--- config.mk ---
export PLATFORM = sky130hd
export DESIGN_NAME = bus_sizer
export DESIGN_NICKNAME = d
export VERILOG_FILES = /design/src/rtl/bsz_pkg.sv /design/src/rtl/bsz_plan.sv /design/src/rtl/bsz_lane.sv /design/src/rtl/bus_sizer.sv
export SDC_FILE = /design/constraint.sdc
export NUM_CORES = 1
export LEC_CHECK = 0
export BUFFER_PORTS_ARGS = -buffer_cell sky130_fd_sc_hd__buf_2
export CORE_MARGIN = 2
export CORE_UTILIZATION = 35
export DETAILED_ROUTE_END_ITERATION = 6
export SYNTH_ARGS = -nofsm -noshare
export SYNTH_HDL_FRONTEND = slang
export SYNTH_SLANG_ARGS = --single-unit
export TNS_END_PERCENT = 100
--- constraint.sdc ---
create_clock -name clk -period 6.2 [get_ports clk]
set_input_delay 0.62 -clock clk [delete_from_list [all_inputs] [get_ports clk]]
set_output_delay 0.62 -clock clk [all_outputs]
set_load 0.02 [all_outputs]
--- src/rtl/bsz_pkg.sv ---
package bsz_pkg;

    typedef enum logic [1:0] {
        SZ_BYTE = 2'b00,
        SZ_WORD = 2'b01,
        SZ_LONG = 2'b10,
        SZ_LINE = 2'b11
    } xfer_size_e;

    // log2 of the port width in bytes for a port-size code
    function automatic logic [1:0] port_lg(input logic [1:0] code);
        case (code)
            2'b00:   port_lg = 2'd2;
            2'b01:   port_lg = 2'd0;
            default: port_lg = 2'd1;
        endcase
    endfunction

endpackage

--- src/rtl/bsz_plan.sv ---
module bsz_plan import bsz_pkg::*; #(
    parameter int LINE_BYTES = 16,
    parameter int CNT_W      = $clog2(LINE_BYTES) + 1
) (
    input  xfer_size_e       size,
    input  logic [1:0]       port,
    input  logic             write,
    input  logic             brd_en,
    input  logic             bwr_en,
    output logic [1:0]       unit_lg,
    output logic [1:0]       port_mask,
    output logic [CNT_W-1:0] beats,
    output logic [CNT_W-1:0] nbytes,
    output logic             burst
);
    localparam int LINE_LG = $clog2(LINE_BYTES);

    logic [2:0] size_lg;
    logic [1:0] p_lg;

    always_comb begin
        case (size)
            SZ_BYTE: size_lg = 3'd0;
            SZ_WORD: size_lg = 3'd1;
            SZ_LONG: size_lg = 3'd2;
            default: size_lg = 3'(LINE_LG);
        endcase
        p_lg      = port_lg(port);
        unit_lg   = (size_lg < {1'b0, p_lg}) ? size_lg[1:0] : p_lg;
        port_mask = 2'((3'd1 << p_lg) - 3'd1);
        nbytes    = CNT_W'(1) << size_lg;
        beats     = CNT_W'(1) << (size_lg - {1'b0, unit_lg});
        burst     = (beats > CNT_W'(1)) && (write ? bwr_en : brd_en);
    end
endmodule

--- src/rtl/bsz_lane.sv ---
module bsz_lane (
    input  logic [1:0]  unit_lg,
    input  logic [1:0]  lane_off,
    input  logic [31:0] wtop,
    input  logic [31:0] din,
    output logic [31:0] dout,
    output logic [31:0] rbeat
);
    logic [31:0] aligned;
    logic [5:0]  rshift;

    always_comb begin
        case (unit_lg)
            2'd0:    dout = {4{wtop[31:24]}};
            2'd1:    dout = {2{wtop[31:16]}};
            default: dout = wtop;
        endcase
        aligned = din << {lane_off, 3'b000};
        rshift  = 6'd32 - (6'd8 << unit_lg);
        rbeat   = aligned >> rshift;
    end
endmodule

--- src/rtl/bus_sizer.sv ---
module bus_sizer import bsz_pkg::*; #(
    parameter int ADDR_W     = 32,
    parameter int LINE_BYTES = 16,
    parameter int DW         = 8 * LINE_BYTES,
    parameter int CNT_W      = $clog2(LINE_BYTES) + 1
) (
    input  logic              clk,
    input  logic              rst_n,
    input  logic              req_valid,
    input  logic              req_write,
    input  logic [1:0]        req_size,
    input  logic [ADDR_W-1:0] req_addr,
    input  logic [DW-1:0]     req_wdata,
    input  logic [1:0]        port_size,
    input  logic              burst_rd_en,
    input  logic              burst_wr_en,
    input  logic              bus_ack,
    input  logic [31:0]       bus_din,
    output logic              bus_cyc,
    output logic [ADDR_W-1:0] bus_addr,
    output logic              bus_we,
    output logic              bus_start,
    output logic              bus_burst,
    output logic [31:0]       bus_dout,
    output logic              done,
    output logic [DW-1:0]     rd_data
);
    typedef struct packed {
        logic              busy;
        logic              done;
        logic              write;
        logic              burst;
        logic              first;
        logic [1:0]        unit_lg;
        logic [1:0]        port_mask;
        logic [CNT_W-1:0]  left;
        logic [ADDR_W-1:0] addr;
        logic [DW-1:0]     wsh;
        logic [DW-1:0]     rsh;
    } state_t;

    state_t st_d, st_q;

    logic [1:0]       pl_unit_lg;
    logic [1:0]       pl_mask;
    logic [CNT_W-1:0] pl_beats;
    logic [CNT_W-1:0] pl_nbytes;
    logic             pl_burst;
    logic [31:0]      ln_rbeat;
    logic [31:0]      ln_dout;
    logic             beat_done;

    bsz_plan #(.LINE_BYTES(LINE_BYTES), .CNT_W(CNT_W)) u_plan (
        .size      (xfer_size_e'(req_size)),
        .port      (port_size),
        .write     (req_write),
        .brd_en    (burst_rd_en),
        .bwr_en    (burst_wr_en),
        .unit_lg   (pl_unit_lg),
        .port_mask (pl_mask),
        .beats     (pl_beats),
        .nbytes    (pl_nbytes),
        .burst     (pl_burst)
    );

    bsz_lane u_lane (
        .unit_lg  (st_q.unit_lg),
        .lane_off (st_q.addr[1:0] & st_q.port_mask),
        .wtop     (st_q.wsh[DW-1 -: 32]),
        .din      (bus_din),
        .dout     (ln_dout),
        .rbeat    (ln_rbeat)
    );

    assign beat_done = st_q.busy && bus_ack;

    always_comb begin
        st_d      = st_q;
        st_d.done = 1'b0;
        if (!st_q.busy) begin
            if (req_valid) begin
                st_d.busy      = 1'b1;
                st_d.write     = req_write;
                st_d.burst     = pl_burst;
                st_d.first     = 1'b1;
                st_d.unit_lg   = pl_unit_lg;
                st_d.port_mask = pl_mask;
                st_d.left      = pl_beats;
                st_d.addr      = req_addr;
                st_d.wsh       = req_wdata << (8 * (LINE_BYTES - int'(pl_nbytes)));
                st_d.rsh       = '0;
            end
        end else if (bus_ack) begin
            st_d.first = 1'b0;
            st_d.addr  = st_q.addr + (ADDR_W'(1) << st_q.unit_lg);
            st_d.wsh   = st_q.wsh << (6'd8 << st_q.unit_lg);
            if (!st_q.write)
                st_d.rsh = (st_q.rsh << (6'd8 << st_q.unit_lg)) | DW'(ln_rbeat);
            st_d.left = st_q.left - CNT_W'(1);
            if (st_q.left == CNT_W'(1)) begin
                st_d.busy = 1'b0;
                st_d.done = 1'b1;
            end
        end
    end

    always_ff @(posedge clk or negedge rst_n) begin
        if (!rst_n) st_q <= '0;
        else        st_q <= st_d;
    end

    assign bus_cyc   = st_q.busy;
    assign bus_addr  = st_q.addr;
    assign bus_we    = st_q.busy && st_q.write;
    assign bus_start = st_q.busy && (st_q.first || !st_q.burst);
    assign bus_burst = st_q.busy && st_q.burst;
    assign bus_dout  = ln_dout;
    assign done      = st_q.done;
    assign rd_data   = st_q.rsh;

    // Input assumption: request addresses are aligned to the transfer size
    assert_req_aligned_R3: assert property (@(posedge clk) disable iff (!rst_n)
        (!st_q.busy && req_valid) |-> ((req_addr[CNT_W-1:0] & (pl_nbytes - CNT_W'(1))) == '0));

    assert_addr_step_R3: assert property (@(posedge clk) disable iff (!rst_n)
        (beat_done && st_q.left > CNT_W'(1)) |=>
            (bus_cyc && bus_addr == $past(bus_addr) + (ADDR_W'(1) << $past(st_q.unit_lg))));

    assert_byte_copies_R4: assert property (@(posedge clk) disable iff (!rst_n)
        (bus_we && st_q.unit_lg == 2'd0) |->
            (bus_dout[31:24] == bus_dout[7:0] && bus_dout[23:16] == bus_dout[15:8]
             && bus_dout[31:24] == bus_dout[15:8]));

    assert_burst_one_start_R7: assert property (@(posedge clk) disable iff (!rst_n)
        (beat_done && bus_burst) |=> !bus_start);

    assert_hold_stall_R9: assert property (@(posedge clk) disable iff (!rst_n)
        (bus_cyc && !bus_ack) |=> (bus_cyc && $stable(bus_addr) && $stable(bus_dout)));

    assert_done_after_ack_R10: assert property (@(posedge clk) disable iff (!rst_n)
        done |-> $past(beat_done));

    assert_done_single_R10: assert property (@(posedge clk) disable iff (!rst_n)
        done |=> !done);

    assert_single_no_burst_R11: assert property (@(posedge clk) disable iff (!rst_n)
        (bus_start && st_q.first && st_q.left == CNT_W'(1)) |-> !bus_burst);
endmodule

==> impl_metrics.env <==
export IMPL_synth_edf_count=0
export IMPL_hold_slack_ps=251
export IMPL_path_clk_slew_ps=60
export IMPL_period_share_pct=71.6
export IMPL_fin_nets=2722
export IMPL_ys_seq_area_share_pct=34.3
export IMPL_syn_instance_count=2423
export IMPL_clock_latency_ps=560
export IMPL_place_gp_congestion=0.924
export IMPL_firstDrtPassIters=7
export IMPL_rows=91
export IMPL_fill_cells=6297
export IMPL_status="finished clean"
export IMPL_start_util_pct=35.6
export IMPL_slew_limit_headroom_pct=24.8
export IMPL_clock_path_buffers=3
export IMPL_async_flop_share_pct=100
export IMPL_ys_seq_elements=302
export IMPL_yosysMostFrequentCell="nand2_1"
export IMPL_worstHoldPathType="in2reg"
export IMPL_antenna_found_initial=6
export IMPL_synthTopCellsByCount="nand2_1 (371), dfrtp_1 (302), nor2_1 (209)"
export IMPL_hold_viol=0
export IMPL_grt_max_degree=144
export IMPL_worstPathArrival_ps=3820
export IMPL_drive_above_1_share_pct=25.6
export IMPL_dp_cells=3303
export IMPL_fin_crit_ps=4440
export IMPL_route_vias_total=20200
export IMPL_ir_worst_vdd_v=0.000235
export IMPL_fp_dieH_um=255
export IMPL_htreeDepth=2
export IMPL_fin_worst_skew_ps=25.1
export IMPL_numCtsBuffers=39
export IMPL_cts_setup_buffers=0
export IMPL_synth_fp_nets=2637
export IMPL_grt_pass1_wl_mm=126
export IMPL_drt_wirelength_per_cell_um=24.8
export IMPL_powerDensity_mw_per_mm2=574
export IMPL_chipWidth_um=255
export IMPL_pin_count=400
export IMPL_drv_cap=0
export IMPL_preCtsSetupSlack_ps=2320
export IMPL_vias_per_cell=5.99
export IMPL_synth_area_top_cells="dfrtp_1 (34%), mux4_2 (13%), buf_4 (6.4%)"
export IMPL_syn_avg_cell_area_um2=9.10
export IMPL_io_buffers=399
export IMPL_drtIter0Drc=2536
export IMPL_ant_nets=0
export IMPL_grt_overflow_total=0
export IMPL_required_ps=5580
export IMPL_numClockSinks=302
export IMPL_drc=0
export IMPL_fin_ws_ps=1760
export IMPL_setup_viol=0
export IMPL_cp_max_fo=43
export IMPL_dieArea_mm2=0.0650
export IMPL_grt_pass1_vias=19400
export IMPL_critPathCaptureType="primary output"
export IMPL_wirelength_mm=83.5
export IMPL_maxSlewViolCount=0
export IMPL_fmax_mhz=225
export IMPL_crit_path_start_kind="flop"
export IMPL_dp_hpwl_mm=59.1
export IMPL_cts_tree="yes"
export IMPL_clockRootBuffer="clkbuf_16"
export IMPL_rsz0062_at_grt="false"
export IMPL_yosysWarnings=0
export IMPL_synth_top_cell_area_share_pct=34.3
export IMPL_synth_top_area_cell="dfrtp_1"
export IMPL_core_mm2=0.0619
export IMPL_ys_flop_type="dfrtp_1"
export IMPL_fin_cells=3371
export IMPL_tightest_slew_ps=1130
export IMPL_path_class="reg2out"
export IMPL_area_growth_syn_to_layout_pct=10.4
export IMPL_netlist_area_mm2=0.0220
export IMPL_timing_setup_tns_ps=0
export IMPL_synth_cell_types=77
export IMPL_cellLeakagePower_nw=10.6
export IMPL_grt_use_total_pct=25.2
==> cell families after synthesis <==
family / count (synthesis) / share of synthesized area (%)
flops: 302 / 34.3
xor+xnor: 15 / 0.630
compound gates: 612 / 18.2
mux: 270 / 19.4
fa+ha+maj: 11 / 0.693
simple gates: 813 / 15.9
buf+inv: 400 / 10.8
==> cells in the final DEF (no fill, tap or decap), types with 5 or more instances in the layout <==
cell type / instances
a31oi_1: 35
clkinv_2: 5
xor2_1: 8
a22o_1: 32
and3_1: 17
a211oi_1: 7
ha_1: 9
nand3_1: 141
o21ai_0: 176
a21oi_1: 117
mux4_2: 125
buf_2: 398
a221oi_1: 57
o22ai_1: 17
nor2_1: 208
nor2b_1: 14
a222oi_1: 8
nand3b_1: 7
o2bb2ai_1: 8
and2_1: 7
or3_1: 7
o211ai_1: 10
nand4_1: 7
nand2_1: 370
o31ai_1: 19
dfrtp_1: 299
a22oi_1: 78
xnor2_1: 6
nor3_1: 9
mux2i_1: 133
o221ai_1: 17
buf_4: 24
inv_1: 16
clkbuf_16: 39
mux2_2: 10
clkbuf_1: 10
==> flip-flops by register name, summed over array words and instances, names as in the netlist <==
name      cells
done          1
rd_data     128
bus_addr     32
st_q        140
bus_cyc       1
==> path summary, 6_finish.rpt <==
| path | from | to | slack, ps | cells after the start |
|---|---|---|---|---|
| min in group asynchronous | rst_n | st_q[154] | 540 | 2 |
| worst min-delay path | port_size[0] | st_q[293] | 250 | 2 |
| worst max register to register | st_q[295] | bus_addr[21] | 2260 | 8 |
| worst max-delay path | st_q[295] | bus_dout[21] | 1760 | 8 |
| max in group asynchronous | rst_n | rd_data[57] | 4460 | 3 |
| worst min register to register | rd_data[121] | rd_data[121] | 530 | 1 |
==> cell type report <==
type,instances,area (um2),area share (%)
Antenna cell,3,7.51,0.0309
Timing Repair Buffer,426,2240,9.20
Inverter,18,70.1,0.288
Clock buffer,53,1070,4.39
Tap cell,837,1050,4.30
Sequential cell,302,7570,31.1
Multi-Input combinational cell,1721,12200,50.0
Clock inverter,11,178,0.730
==> critical path, stage by stage (launching register included) <==
cell     delay (ps)
dfrtp_4         850
nor2b_1         360
inv_1           130
ha_1            220
buf_4           240
nor2_1          830
a22oi_1         140
o21ai_0         230
buf_2           250
==> per-stage QoR <==
stage	area, um2	utilization, %	power (mW)
2_1_floorplan	22000	-	9.81
3_3_place_gp	23100	37.2	11.5
3_5_place_dp	23100	37.2	11.6
4_1_cts	24300	39.3	13.9
5_1_grt	24300	39.3	14.9
6_report	24300	39.3	14.0
==> repair_timing <==
action                     in CTS  in global routing
hold endpoints to repair       40                  0
gates resized for setup         0                  0
hold buffers                    1                  0
setup endpoints to repair       0                  0
==> per-layer routing <==
metal  global-route usage, %  vias up  wire length (um)  share of wire (%)
met5                       0        -                24              0.029
met4                    6.70        4              2410                2.9
met3                    6.31      145              8010                9.6
met2                    38.0     1031             37300                 45
met1                    35.9    10100             35700                 43
li1                        -     8900                 -                  -
==> power by group <==
| part | internal (mW) | total, mW | switching [mW] |
|---|---|---|---|
| clock | 1.37 | 2.28 | 0.915 |
| combinational | 3.05 | 7.40 | 4.35 |
| sequential | 2.80 | 4.29 | 1.49 |
| total | 7.22 | 14.0 | 6.75 |
Power figures use the tool's default switching activity.
